--- config.mk ---
export PLATFORM = sky130hd
export DESIGN_NAME = burst_sram
export DESIGN_NICKNAME = d
export VERILOG_FILES = /design/src/rtl/burst_sram.sv
export SDC_FILE = /design/constraint.sdc
export NUM_CORES = 2
export LEC_CHECK = 0
export ABC_AREA = 0
export BUFFER_PORTS_ARGS = -buffer_cell sky130_fd_sc_hd__buf_2
export CORE_UTILIZATION = 30
export DETAILED_ROUTE_END_ITERATION = 16
export PLACE_DENSITY = 0.45
export REMOVE_ABC_BUFFERS = 1
export SLEW_MARGIN = 0
export SYNTH_ARGS = -nofsm -noshare
export SYNTH_HDL_FRONTEND = slang
export SYNTH_SLANG_ARGS = --single-unit
--- constraint.sdc ---
create_clock -name clk -period 3.75 [get_ports clk]
set_input_delay 0.375 -clock clk [delete_from_list [all_inputs] [get_ports clk]]
set_output_delay 0.375 -clock clk [all_outputs]
set_load 0.01 [all_outputs]
--- src/rtl/burst_sram.sv ---
module burst_sram #(
  parameter int ADDR_W = 6,
  parameter int LANES  = 4
) (
  input  logic                 clk,
  input  logic                 rst_n,
  input  logic [ADDR_W-1:0]    addr,
  input  logic                 adsc_n,
  input  logic                 adsp_n,
  input  logic                 ce_n,
  input  logic                 adv_n,
  input  logic                 mode,
  input  logic                 gw_n,
  input  logic                 bwe_n,
  input  logic [LANES-1:0]     bw_n,
  input  logic [9*LANES-1:0]   din,
  input  logic                 sleep,
  input  logic                 oe_n,
  output logic [9*LANES-1:0]   dout,
  output logic                 dout_drv
);
  localparam int LW    = 9;
  localparam int DW    = LW * LANES;
  localparam int DEPTH = 1 << ADDR_W;

  logic              act;
  logic [ADDR_W-1:0] base;
  logic [1:0]        cnt;
  logic [DW-1:0]     mem [DEPTH];
  logic              rd1_vld, oq_vld;
  logic [DW-1:0]     rd1_q, oq;
  logic [1:0]        off;
  logic [ADDR_W-1:0] cur;
  logic [LANES-1:0]  lane_we;
  logic              load, go, do_rd;

  assign load    = !adsc_n || (!adsp_n && !ce_n);
  assign off     = mode ? (base[1:0] ^ cnt) : (base[1:0] + cnt);
  assign cur     = {base[ADDR_W-1:2], off};
  assign lane_we = {LANES{!gw_n}} | ({LANES{!bwe_n}} & ~bw_n);
  assign go      = act && !sleep;
  assign do_rd   = go && (lane_we == '0);

  always_ff @(posedge clk or negedge rst_n) begin
    if (!rst_n) begin
      act     <= 1'b0;
      base    <= '0;
      cnt     <= '0;
      rd1_vld <= 1'b0;
      oq_vld  <= 1'b0;
    end else begin
      if (load) begin
        act  <= !ce_n;
        base <= addr;
        cnt  <= '0;
      end else if (act && !adv_n) begin
        cnt <= cnt + 2'd1;
      end
      rd1_vld <= do_rd;
      oq_vld  <= rd1_vld;
    end
  end

  always_ff @(posedge clk) begin
    for (int i = 0; i < LANES; i++)
      if (go && lane_we[i]) mem[cur][i*LW +: LW] <= din[i*LW +: LW];
    if (do_rd) rd1_q <= mem[cur];
    oq <= rd1_q;
  end

  assign dout_drv = !oe_n && oq_vld;
  assign dout     = dout_drv ? oq : '0;
endmodule

# Yosys cells after proc, flatten, opt, wreduce, memory -nomap -nowiden
# Memory sizes are Yosys's and may differ from the RTL's. A register that Yosys moved wholly into a read port is not among the register bits.
# Index checks and enable logic that the tools add are counted.
# Widths: inputs -> output; s select.
# op_classes
add_sub_neg	2
multipliers	0
div_mod_pow	0
magnitude_cmp	0
n_eq_ne	0
shifts	0
muxes	12
bitwise_logic	4
reduce_logical	20
# ops
cell	count
$mux 36	1
$logic_and 1x1->1	9
$logic_not 1->1	8
$mux 1	8
$mux 2	3
$and 4x4->4	1
$logic_not 4->1	1
$not 4->4	1
$or 4x4->4	1
$add 2x1->2 const B	1
$add 2x2->2	1
$reduce_bool 2->1	1
$xor 2x2->2	1
$logic_or 1x1->1	1
# word_totals
reg_bits	47
latch_bits	0
ramBits	2304
mem_bits_ro	0
input_bits	57
out_inout_bits	37
elab_cells	45
memories	1
# memory_table
name	depth	word_bits	rd	rd_clocked_by_memory_dff	wr	line	rtl
mem	64	36	1	1	1	29	logic [DW-1:0] mem [DEPTH];

# Logic depth before layout (Yosys ltp)
# logic_depth
depth_word	6
mapped_depth	13
ltp_nobuf	8

# Worst setup path after synthesis
# Ideal clock, no wire load.
# synth_timing
kind	register to register
startpoint	register base[1]
endpoint	memory mem[3][18] (netlist bit) (enable)
setup_ns	0.374
arrival_time_ns	2.984
required_ns	3.376
path_slack_ns	0.392
path_stages_with_launch	11
n_path_buf	6
period_less_slack_ns	3.358
path_cell_list	dfrtp_1 > xor2_4 > xnor2_1 > buf_2 > buf_2 > buf_2 > buf_2 > buf_2 > nand2_1 > clkbuf_1 > nor2_1
# synth_via
elab_chain_cells	2
word_cells_on_any_way	3
cone_classes	add/sub (1); mux (1); bitwise (1)
# synth_rtl
item	line	rtl
start: declaration	27	logic [ADDR_W-1:0] base;
start signal: assignment	54	base <= addr;
$add 2x2->2 / $xor 2x2->2 (equally long branches)	38	assign off = mode ? (base[1:0] ^ cnt) : (base[1:0] + cnt);
$mux 2 *	38	
end: declaration	29	
# Mark *: on every way between the ends. The rest lies on a longest branch, timed or not.

# Final worst setup path
# layout_timing
startpoint	register cnt[0]
endpoint	register rd1_q[19] (read register of mem), data pin
# layout_via
elab_chain_cells	2
word_cells_on_any_way	3
cone_classes	add/sub (1); mux (1); bitwise (1)
# layout_rtl
item	line	rtl
start: declaration	28	logic [1:0] cnt;
start signal: assignment	57	cnt <= cnt + 2'd1;
$add 2x2->2 / $xor 2x2->2 (equally long branches)	38	
$mux 2 *	38	
end: declaration	31	logic [DW-1:0] rd1_q, oq;
# Marks and branches as above.
# A chain may end at the register's enable or synchronous reset.

==> results by group <==
Synthesis
  – Number of synthesized flops with an enable pin: 2340
  – Top_reg_cell synth: edfxtp_1
  – Post-Syn Instances: 5053
  – Yosys cell types: 48
  – Cell Area, Synth: 0.0918 sq mm
  – Synthesis warning total: 0
  – Register area share after synthesis: 0.776
  – Asr flop ratio synth: 0.00461
  – Mean Syn Cell Area: 18.2 sq um
  – Synthesized flop and latch total: 2387

Die
  – Die X: 555 microns
  – Core Footprint: 0.304 sq mm
  – Initial Utilization: 0.302
  – Row count: 202
  – DIE AREA: 0.308 sq mm
  – IO Pins: 94
  – Die height: 555 microns

Pwr
  – Static leakage: 34.7 nW
  – Gate power share: 0.124
  – PwrDens: 570 mW/mm^2
  – Total power: 63.1 mW
  – Sequential share of power: 0.468
  – Clock power frac: 0.407
  – Peak VDD IR: 0.531 mV
  – Net load switching power: 15.5 mW
  – Switch share: 0.245
  – Pint: 47.6 mW

STA
  – Final clock skew: 0.0652 ns
  – Count of final max-slew check failures: 0
  – Final hold vios: 0
  – Max Freq: 272 MHz
  – Worst Tran Pin Value: 1.22 ns
  – Slew margin rel.: 0.187
  – Min Tclk post-route: 3.68 ns
  – Setup-failing EPs final: 0
  – Final worst-path cycle share: 0.981

Setup path
  – Slowest stage delay, CP: 0.54 ns
  – CP max-delay cell: or4_1
  – WP data arrival: 4.32 ns
  – CP max FO: 24
  – CP Cell Sequence: ha_4, nand2b_1, xnor2_2, buf_4, buf_12, buf_12, buf_6, mux4_2, a221oi_1, o22ai_1, or4_1
  – CP top delay family: buffers and inverters
  – Most frequent CP cell: buf_12
  – CP Class: reg -> reg
  – Buffers & Inverters on Critical Path: 4
  – Critical Path RT: 4.39 ns
  – Worst Setup Start Kind: flop
  – Crit end category: flop

Hold path
  – Hold Path Class: in -> reg

Routing
  – Via count: 51600
  – Antenna viol nets, final: 0
  – DRC viols: 0
  – Wire per inst: 27.7 microns
  – Final wirelength: 277000 microns
  – Initial DRT Pass Iterations: 6
  – Vias per Instance: 5.16
  – DRT iter0 DRCs: 4835

Placed design
  – Detailed placement HPWL: 172000 microns
  – Placed standard-cell area: 0.102 sq mm
  – Placed Cells: 9488
  – I/O Buffers: 93
  – Routability Congestion: 0.775

GRT
  – First-pass GRT wire length: 393000 microns
  – Grt ovf: 0
  – Largest net degree at the start of global routing: 76
  – Number of global-route vias before repair: 51600
  – Overall routing resource usage: 0.177
  – Initial antenna violation count: 16

CTS
  – CTS buffer count: 283
  – CTS tree: yes
  – Root Buffer Master: clkbuf_16
  – Clock Latency Late Sink: 0.93 ns
  – H-tree levels: 5
  – Clock Pin Slew Worst Setup and Hold Paths: 0.06 ns
  – Max Buffers Root-to-Sink: 4
  – Clock Sinks: 2387

Cells and area
  – Final std cells w/o fill: 9998
  – Area of the multi-input gates: 0.0191 sq mm
  – Most frequent cells in the layout: edfxtp_1 (2340), buf_4 (599), nand3_1 (528)
  – Syn-to-layout area delta: 20.5%
  – Share of cells above drive strength 1: 0.252
  – Fill cell count: 28300
  – Fin nets: 5780
  – Commonest non-fill, non-tap cell in the layout: edfxtp_1
  – Sequential cell area: 0.0713 sq mm
  – Finished layout cell area: 0.111 sq mm
  – Utilization after layout: 0.364

Flow run
  – Max_cap viols: 0

Status
  – Outcome: finished clean
kinds of logic after synthesis:
group / count (synthesis) / synth area share
and+or+nand+nor: 1228 / 0.0713
AOI/OAI and AO/OA: 687 / 0.0539
xor gates and xnor gates: 5 / 0.000682
DFF: 2387 / 0.776
buffers and inverters: 401 / 0.0173
muxes: 344 / 0.0803
adders and majority gates: 1 / 0.000136
metal layers:
layer / GRT usage / part of all wire / up-vias
met2: 0.286 / 0.48 / 1484
met3: 0.0256 / 0.050 / 311
li1: - / - / 22200
met1: 0.251 / 0.46 / 27600
met4: 0.0397 / 0.019 / 0
met5: 0 / 0 / -
metrics by stage:
| step | worst slack [ns] | TNS (ns) | hold slack (ns) |
|---|---|---|---|
| finish | 0.0720 | 0 | 0.0660 |
| global route | -0.00634 | -0.00899 | 0.0411 |
| CTS | 0.00571 | 0 | 0.00705 |
| detailed placement | -0.0790 | -0.137 | 0.271 |
| global placement | -0.104 | -0.132 | 0.265 |
| floorplan | -187.30 | - | 0.0794 |
synth_stat cells, types with 8 or more instances:
library cell,count,share of area
nor2b_1,8,0.00055
nor2_1,272,0.011
edfxtp_1,2340,0.77
mux2_2,10,0.0012
mux2i_1,21,0.0023
clkbuf_1,325,0.013
or4_1,32,0.0026
nand2_1,65,0.0027
nand3_1,529,0.029
a221oi_1,256,0.024
dfrtp_1,11,0.0030
a21oi_1,9,0.00049
nand3b_1,260,0.021
buf_1,29,0.0012
and2_1,44,0.0030
a31oi_1,259,0.018
dfxtp_1,36,0.0079
o22ai_1,137,0.0093
buf_2,39,0.0021
o21ai_0,9,0.00049
mux4_2,313,0.077
registers in the layout, indices dropped and copies added, names as in the netlist:
register and flops:
rd1_q 36, rd1_vld 1, cnt 2, oq_vld 1
oq 36, act 1, base 6, mem 2304
power by group through the flow:
| stage | Clock, mW | Sequential (mW) | Combinational (mW) |
|---|---|---|---|
| after floorplan | 0 | 30.2 | 5.15 |
| after global placement | 0 | 30.1 | 7.84 |
| after detailed placement | 0 | 30.1 | 7.87 |
| after CTS | 26.3 | 29.5 | 7.94 |
| after global routing | 27.3 | 29.5 | 8.34 |
| final | 25.7 | 29.5 | 7.83 |
cell type report:
type                    count  share of cell area
flip-flops and latches   2387               0.644
multi-input cells        2265               0.173
clock buffers             333              0.0668
repair buffers            785              0.0595
well taps                4080              0.0462
clock inverters           144              0.0101
diodes                      4           0.0000905
worst paths after layout:
path / start / end / slack (ns) / depth (start not counted)
min in group asynchronous: rst_n / rd1_vld$_DFF_PN0_ / 0.53 / 3
max: cnt[0]$_DFFE_PN0P_ / rd1_q[19]$_DFFE_PP_ / 0.07 / 11
max in group asynchronous: rst_n / base[2]$_DFFE_PN0P_ / 2.78 / 3
min reg2reg: rd1_vld$_DFF_PN0_ / oq_vld$_DFF_PN0_ / 0.35 / 0
min: din[20] / mem[38][20]$_DFFE_PP_ / 0.07 / 1
max reg2reg: cnt[0]$_DFFE_PN0P_ / rd1_q[19]$_DFFE_PP_ / 0.07 / 11
timing repair:
item | CTS | global route
cloned | 1 | 0
hold buffers | 25 | 0
endpoints found under the hold margin | 131 | 0
pin swaps | 1 | 1
setup buffers | 2 | 1
setup endpoints to repair | 5 | 10
gates resized for setup | 5 | 11
Note: power is estimated with default switching activity, not from simulation.
